File: src/rtl/pirq_route_pkg.sv
package pirq_route_pkg;

    localparam int GSI_IDX_W = 5;
    localparam logic [7:0] ROUTE_RESET = 8'h80;
    localparam logic [GSI_IDX_W-1:0] SCI_RESET_LINE = 5'd9;

    typedef struct packed {
        logic                 dis;
        logic [1:0]           spare;
        logic [GSI_IDX_W-1:0] irq;
    } route_byte_t;

    typedef struct packed {
        logic                 ok;
        logic [GSI_IDX_W-1:0] line;
    } sci_dest_t;

    typedef struct packed {
        logic                 en;
        logic [GSI_IDX_W-1:0] line;
    } route_rep_t;

    function automatic sci_dest_t sci_code_decode(input logic [2:0] code);
        sci_dest_t d;
        d.ok = 1'b1;
        unique case (code)
            3'd0:    d.line = 5'd9;
            3'd1:    d.line = 5'd10;
            3'd2:    d.line = 5'd11;
            3'd4:    d.line = 5'd20;
            3'd5:    d.line = 5'd21;
            default: begin d.ok = 1'b0; d.line = '0; end
        endcase
        return d;
    endfunction

endpackage

File: src/rtl/pirq_cfg_regs.sv
module pirq_cfg_regs
    import pirq_route_pkg::*;
#(
    parameter int NUM_PIRQ = 8,
    parameter int ADDR_W   = 4
) (
    input  logic                          clk,
    input  logic                          rst,
    input  logic                          wr_en,
    input  logic [ADDR_W-1:0]             wr_addr,
    input  logic [7:0]                    wr_data,
    output route_byte_t [NUM_PIRQ-1:0]    route_q,
    output logic [GSI_IDX_W-1:0]          sci_line_q
);
    localparam int SCI_ADDR = NUM_PIRQ;

    sci_dest_t sci_dec;
    assign sci_dec = sci_code_decode(wr_data[2:0]);

    for (genvar p = 0; p < NUM_PIRQ; p++) begin : g_route
        always_ff @(posedge clk) begin
            if (rst) begin
                route_q[p] <= route_byte_t'(ROUTE_RESET);
            end else if (wr_en && (int'(wr_addr) == p)) begin
                route_q[p]       <= route_byte_t'(wr_data);
                route_q[p].spare <= '0;
            end
        end
    end

    always_ff @(posedge clk) begin
        if (rst) begin
            sci_line_q <= SCI_RESET_LINE;
        end else if (wr_en && (int'(wr_addr) == SCI_ADDR) && sci_dec.ok) begin
            sci_line_q <= sci_dec.line;
        end
    end
endmodule

File: src/rtl/pirq_gsi_merge.sv
module pirq_gsi_merge
    import pirq_route_pkg::*;
#(
    parameter int NUM_PIRQ   = 8,
    parameter int NUM_LEGACY = 16,
    localparam int NUM_GSI   = NUM_LEGACY + NUM_PIRQ
) (
    input  route_byte_t [NUM_PIRQ-1:0] route_q,
    input  logic [NUM_PIRQ-1:0]        pirq_lvl,
    input  logic                       sci_lvl,
    input  logic [GSI_IDX_W-1:0]       sci_line,
    output logic [NUM_GSI-1:0]         gsi_next
);
    for (genvar g = 0; g < NUM_LEGACY; g++) begin : g_legacy
        always_comb begin
            logic acc;
            acc = sci_lvl && (int'(sci_line) == g);
            for (int p = 0; p < NUM_PIRQ; p++) begin
                if (!route_q[p].dis && (int'(route_q[p].irq) == g))
                    acc = acc | pirq_lvl[p];
            end
            gsi_next[g] = acc;
        end
    end

    for (genvar p = 0; p < NUM_PIRQ; p++) begin : g_apic
        assign gsi_next[NUM_LEGACY+p] = pirq_lvl[p] |
            (sci_lvl && (int'(sci_line) == NUM_LEGACY + p));
    end
endmodule

File: src/rtl/pirq_route_report.sv
module pirq_route_report
    import pirq_route_pkg::*;
#(
    parameter int NUM_PIRQ   = 8,
    parameter int NUM_LEGACY = 16
) (
    input  route_byte_t [NUM_PIRQ-1:0] route_q,
    output route_rep_t  [NUM_PIRQ-1:0] rep
);
    for (genvar p = 0; p < NUM_PIRQ; p++) begin : g_rep
        always_comb begin
            if (route_q[p].dis) begin
                rep[p].en   = 1'b1;
                rep[p].line = GSI_IDX_W'(NUM_LEGACY + p);
            end else if (int'(route_q[p].irq) < NUM_LEGACY) begin
                rep[p].en   = 1'b1;
                rep[p].line = route_q[p].irq;
            end else begin
                rep[p].en   = 1'b0;
                rep[p].line = '0;
            end
        end
    end
endmodule

File: src/rtl/pirq_router.sv
module pirq_router
    import pirq_route_pkg::*;
#(
    parameter int NUM_PIRQ   = 8,
    parameter int NUM_LEGACY = 16,
    localparam int NUM_GSI   = NUM_LEGACY + NUM_PIRQ,
    localparam int ADDR_W    = $clog2(NUM_PIRQ + 1)
) (
    input  logic                            clk,
    input  logic                            rst,
    input  logic                            wr_en,
    input  logic [ADDR_W-1:0]               wr_addr,
    input  logic [7:0]                      wr_data,
    input  logic [NUM_PIRQ-1:0]             pirq_lvl,
    input  logic                            sci_lvl,
    output logic [NUM_GSI-1:0]              gsi_out,
    output logic [NUM_PIRQ-1:0]             route_en,
    output logic [NUM_PIRQ*GSI_IDX_W-1:0]   route_line
);
    route_byte_t [NUM_PIRQ-1:0] route_q;
    logic [GSI_IDX_W-1:0]       sci_line_q;
    logic [NUM_GSI-1:0]         gsi_next;
    route_rep_t [NUM_PIRQ-1:0]  rep;

    pirq_cfg_regs #(.NUM_PIRQ(NUM_PIRQ), .ADDR_W(ADDR_W)) u_regs (
        .clk(clk), .rst(rst), .wr_en(wr_en), .wr_addr(wr_addr),
        .wr_data(wr_data), .route_q(route_q), .sci_line_q(sci_line_q)
    );

    pirq_gsi_merge #(.NUM_PIRQ(NUM_PIRQ), .NUM_LEGACY(NUM_LEGACY)) u_merge (
        .route_q(route_q), .pirq_lvl(pirq_lvl), .sci_lvl(sci_lvl),
        .sci_line(sci_line_q), .gsi_next(gsi_next)
    );

    pirq_route_report #(.NUM_PIRQ(NUM_PIRQ), .NUM_LEGACY(NUM_LEGACY)) u_rep (
        .route_q(route_q), .rep(rep)
    );

    always_ff @(posedge clk) begin
        if (rst) begin
            gsi_out <= '0;
        end else begin
            gsi_out <= gsi_next;
        end
    end

    for (genvar p = 0; p < NUM_PIRQ; p++) begin : g_out
        always_ff @(posedge clk) begin
            if (rst) begin
                route_en[p]                         <= 1'b1;
                route_line[p*GSI_IDX_W +: GSI_IDX_W] <= GSI_IDX_W'(NUM_LEGACY + p);
            end else begin
                route_en[p]                         <= rep[p].en;
                route_line[p*GSI_IDX_W +: GSI_IDX_W] <= rep[p].line;
            end
        end
    end
endmodule

File: config.mk
export PLATFORM = sky130hd
export DESIGN_NAME = pirq_router
export DESIGN_NICKNAME = d
export VERILOG_FILES = /design/src/rtl/pirq_route_pkg.sv /design/src/rtl/pirq_cfg_regs.sv /design/src/rtl/pirq_gsi_merge.sv /design/src/rtl/pirq_route_report.sv /design/src/rtl/pirq_router.sv
export SDC_FILE = /design/constraint.sdc
export NUM_CORES = 1
export LEC_CHECK = 0
export BUFFER_PORTS_ARGS = -buffer_cell sky130_fd_sc_hd__buf_2
export CORE_MARGIN = 3
export CORE_UTILIZATION = 55
export DETAILED_ROUTE_END_ITERATION = 12
export GPL_TIMING_DRIVEN = 0
export PLACE_DENSITY = 0.81
export SLEW_MARGIN = 20
export SYNTH_ARGS = -nofsm -noshare
export SYNTH_HDL_FRONTEND = slang
export SYNTH_HIERARCHICAL = 1
export SYNTH_SLANG_ARGS = --single-unit
File: constraint.sdc
create_clock -name clk -period 2.6 [get_ports clk]
set_input_delay 0.39 -clock clk [delete_from_list [all_inputs] [get_ports clk]]
set_output_delay 0.39 -clock clk [all_outputs]
set_load 0.01 [all_outputs]
[Word level (Yosys, flattened, before mapping)]
Cells that the tools add are included.
Cells by class
  reduce and logical (&&, ||, !) cells: 198
  magnitude comparators: 8
  multiplexer cells: 138
  bitwise logic cells: 144
  equal/unequal tests: 155
Operators by type and width (count)
  equality test 5 bit (second input constant): 80
  equality test 5 x 4 -> 1 bit (second input constant): 36
  logical AND 1 bit: 162
  OR 1 bit: 136
  2-to-1 mux 1 bit: 129
  equality test 5 x 3 -> 1 bit (second input constant): 18
  2-to-1 mux 6 bit: 8
  equality test 5 x 2 -> 1 bit (second input constant): 9
  logical NOT 5 bit: 9
  less-than comparator 5 bit (second input constant): 8
  case mux 5 bit (5 select lines): 1
  OR reduction 3 bit: 8
  equality test 4 bit (second input constant): 5
  OR reduction 2 bit: 8
  equality test 4 x 3 -> 1 bit (second input constant): 2
  logical NOT 1 bit: 8
  NOT 1 bit: 8
  equality test 3 bit (second input constant): 2
  OR reduction 5 bit: 1
  equality test 4 x 2 -> 1 bit (second input constant): 1
  logical NOT 4 bit: 1
  equality test 3 x 1 -> 1 bit (second input constant): 1
  equality test 3 x 2 -> 1 bit (second input constant): 1
  logical NOT 3 bit: 1
Word-level totals
  flip-flop bits (word level): 125
  input port bits: 24
  output and inout port bits: 72

[Logic depth before layout (Yosys ltp)]
  depth after elaboration: 18
  gate-level depth with buffers: 7
  depth with buffers taken out: 5

[By module]
Netlist, hierarchy kept.
Modules (own cells, without submodules)
  pirq_cfg_regs: area an instance 2287.2 um^2, instances 1, seq. area each 1041.0 um^2, cells each 272
  pirq_router: area an instance 1956.9 um^2, instances 1, seq. area each 1441.4 um^2, cells each 152
  pirq_gsi_merge: area an instance 1715.4 um^2, instances 1, seq. area each 0.0 um^2, cells each 276
  pirq_route_report: area an instance 377.9 um^2, instances 1, seq. area each 0.0 um^2, cells each 59

[Worst setup path before layout]
OpenSTA, ideal clock, no wires.
  kind: reg2reg
  start: register u_regs/route_q[47] (netlist name)
  end: register gsi_out[2]
  path buffers: 2
  cell stages (with the launch flop): 8
  slack: 963 ps
  library setup time: 118 ps
  arrival: 1519 ps
  cell sequence: dfxtp_1 -> or3_1 -> clkbuf_1 -> nor2_1 -> a2111oi_0 -> nand3_1 -> buf_4 -> nor2b_1
On the way
  word-level cells in the longest chain between the ends: 7
Ends and longest elaborated chain
  logical NOT 1 bit *: line pirq_gsi_merge.sv:19  | if (!route_q[p].dis && (int'(route_q[p].irq) == g))
  logical AND 1 bit *: line pirq_gsi_merge.sv:19
  2-to-1 mux 1 bit *: line pirq_gsi_merge.sv:19
  OR 1 bit: line pirq_gsi_merge.sv:20  | acc = acc | pirq_lvl[p];
  2-to-1 mux 1 bit *: line pirq_gsi_merge.sv:19
  OR 1 bit: line pirq_gsi_merge.sv:20
  2-to-1 mux 1 bit *: line pirq_gsi_merge.sv:19
  via u_merge.g_legacy[2].$2.acc: line pirq_gsi_merge.sv:16  | logic acc;
  end signal: assignment: line pirq_router.sv:43  | gsi_out <= gsi_next;
  end: declaration: line pirq_router.sv:16  | output logic [NUM_GSI-1:0] gsi_out,
Mark *: on every way through the listed nets, which the timed path passes. The rest lies on a longest branch.
A chain may end at the register's enable or synchronous reset.

[Final worst setup path]
  start: register u_regs/route_q[31] (netlist name)
  end: register gsi_out[4]
On the way
  word-level cells in the longest chain between the ends: 11
Ends and longest elaborated chain (line)
  logical NOT 1 bit *: pirq_gsi_merge.sv:19
  logical AND 1 bit *: pirq_gsi_merge.sv:19
  2-to-1 mux 1 bit *: pirq_gsi_merge.sv:19
  OR 1 bit: pirq_gsi_merge.sv:20
  2-to-1 mux 1 bit *: pirq_gsi_merge.sv:19
  OR 1 bit: pirq_gsi_merge.sv:20
  2-to-1 mux 1 bit *: pirq_gsi_merge.sv:19
  OR 1 bit: pirq_gsi_merge.sv:20
  2-to-1 mux 1 bit *: pirq_gsi_merge.sv:19
  OR 1 bit: pirq_gsi_merge.sv:20
  2-to-1 mux 1 bit *: pirq_gsi_merge.sv:19
  via u_merge.g_legacy[4].$2.acc: pirq_gsi_merge.sv:16
Marks and branches as above.

==> results.json <==
{
  "timing.final.crit_share_pct": 94.3,
  "multi_input_comb_area_um2": 3200,
  "grt_pass1_wl_mm": 33.3,
  "cts_tree": "built",
  "start_util_pct": 56.8,
  "switchingPower_mw": 1.11,
  "criticalPathCategory": "reg -> reg",
  "combPwrFrac_pct": 5.9,
  "ctsHoldBuffers": 0,
  "die_y_um": 112,
  "relSlewSlack_pct": 24.0,
  "dr.pass1.iters": 5,
  "hold_end": "gsi_out[21]$_SDFF_PP0_",
  "setup_tns_ns": 0,
  "ir_drop_v": 0.000547,
  "cts.sinks": 124,
  "syn_area_per_cell_um2": 8.37,
  "dp.cells": 971,
  "routed_wl_mm": 21.9,
  "r2r_start": "u_regs/route_q[31]$_SDFFE_PP1P_",
  "seqPwrFrac_pct": 40.9,
  "drc": 0,
  "r2r-end": "gsi_out[4]$_SDFF_PP0_",
  "drive_gt1_share_pct": 23.6,
  "clock_latency_ns": 0.43,
  "track_usage_pct": 34.5,
  "synth_cells": 742,
  "p_sw_share_pct": 23.4,
  "nets": 874,
  "yosysWarningCount": 6,
  "port_buffers": 89,
  "p_per_area_nw_per_um2": 639,
  "cts.root.buffer_cell": "clkbuf_16",
  "gr-total-overflow": 0,
  "layout.cells.non_filler": 1003,
  "final_common_cell": "dfxtp_1",
  "ff_latch_area_um2": 2480,
  "clk_path_buf_depth": 2,
  "cap_violations": 0,
  "critPathArrivalTime_ns": 2.77,
  "cp-start-kind": "flip-flop",
  "max_freq_mhz": 408,
  "hp-class": "in -> reg",
  "final_cell_mix": "dfxtp_1 (124), buf_2 (103), nand3_1 (60), a21oi_1 (57), nor2b_1 (52)",
  "mappedNetlistNets": 766,
  "core-area_um2": 10900,
  "reg2reg_depth": 7,
  "ios": 96,
  "dp_hpwl_mm": 16.5,
  "internal_power_mw": 3.66,
  "pwr-share-clk_pct": 53.2,
  "post-route-util_pct": 68.3,
  "setup_violations": 0,
  "maxSlewViolCount": 0,
  "r2r_slack_ns": 0.15,
  "crit_required_ns": 2.92,
  "cts_made_buffers": 17,
  "grt_pass1_vias": 5908,
  "layout_min_cycle_time_ns": 2.45,
  "crit_path_end_kind": "flip-flop",
  "rsz0062_at_grt": "false",
  "drt_iter0_drc": 712,
  "finalHoldViolCount": 0,
  "grt_max_degree": 17,
  "cts-resized-gates": 0,
  "vias_per_cell": 6.37,
  "ant_nets": 0,
  "tightestPinTransition_ns": 1.13,
  "dieArea_um2": 12600,
  "vias": 6386,
  "gp_congestion": 1.02,
  "area_delta_synth_final_pct": 20.1,
  "rows": 38,
  "antenna_found_initial": 0,
  "skew_ns": 0.00738,
  "path_max_fanout": 9,
  "cts_setup_buffers": 0,
  "fillers": 879,
  "status": "finished clean",
  "ctsHtreeMaxLevel": 4,
  "hold_path_depth": 2,
  "clk_pin_slew_ns": 0.06,
  "route.detailed.wl_per_inst_um": 21.8,
  "netlist_area_um2": 6210,
  "p_leak_nw": 2.76,
  "worstHoldStart": "rst",
  "die_x_um": 112,
  "antenna-diode-count": 0
}
per-layer routing:
layer / vias up / track usage, % / part of all wire [%]
met4: 0 / 15.0 / 4.9
met1: 2940 / 42.2 / 38
met3: 98 / 8.95 / 11
met2: 498 / 57.4 / 46
met5: - / 0 / 0
li1: 2850 / - / -
critical path: stages, from the launching register on:
cell and delay, ns:
dfxtp_1 0.55, or3_1 0.16, clkbuf_1 0.32, nor2_1 0.13, a2111oi_0 0.71, nand4_1 0.19, buf_4 0.17, nor2b_1 0.11
stage by stage:
stage / setup WS (ns) / total power [mW] / hold slack (ns) / instance area (um2)
detailed placement: 0.280 / 2.26 / 0.504 / 6830
floorplan: 0.963 / 2.15 / 0.451 / 6210
finish: 0.149 / 4.77 / 0.256 / 7460
global route: 0.0940 / 4.89 / 0.252 / 7460
CTS: 0.265 / 4.78 / 0.249 / 7460
global placement: 0.274 / 2.25 / 0.490 / 6830
flip-flops by register name (all words and copies together), names as in the netlist:
name,count
u_regs/route_q,48
route_line,40
gsi_out,24
route_en,8
u_regs/sci_line_q,4
area by class of cell:
cell class	count	area share [%]
multi-input combinational	530	42.9
clock buffer	19	5.93
clock inverter	13	2.51
sequential	124	33.3
tap	140	2.35
buffer	77	6.57
inverter	11	0.553
timing repair buffer	89	5.97
power by group through the flow:
stage	logic, mW	clock network (mW)	registers, mW
after CTS	0.274	2.56	1.95
after global placement	0.265	0	1.99
after global routing	0.302	2.63	1.95
after floorplan	0.167	0	1.99
final	0.283	2.54	1.95
after detailed placement	0.272	0	1.99
worst max path at each step:
stage | startpoint | to | slack, ns
floorplan | u_regs/route_q[47]$_SDFFE_PP1P_ | gsi_out[2]$_SDFF_PP0_ | 0.96
global placement | u_regs/route_q[31]$_SDFFE_PP1P_ | gsi_out[4]$_SDFF_PP0_ | 0.27
detailed placement | u_regs/route_q[31]$_SDFFE_PP1P_ | gsi_out[4]$_SDFF_PP0_ | 0.28
CTS | u_regs/route_q[31]$_SDFFE_PP1P_ | gsi_out[4]$_SDFF_PP0_ | 0.27
global route | u_regs/route_q[31]$_SDFFE_PP1P_ | gsi_out[4]$_SDFF_PP0_ | 0.09
finish | u_regs/route_q[31]$_SDFFE_PP1P_ | gsi_out[4]$_SDFF_PP0_ | 0.15
Note: power is estimated with default switching activity, not from simulation.
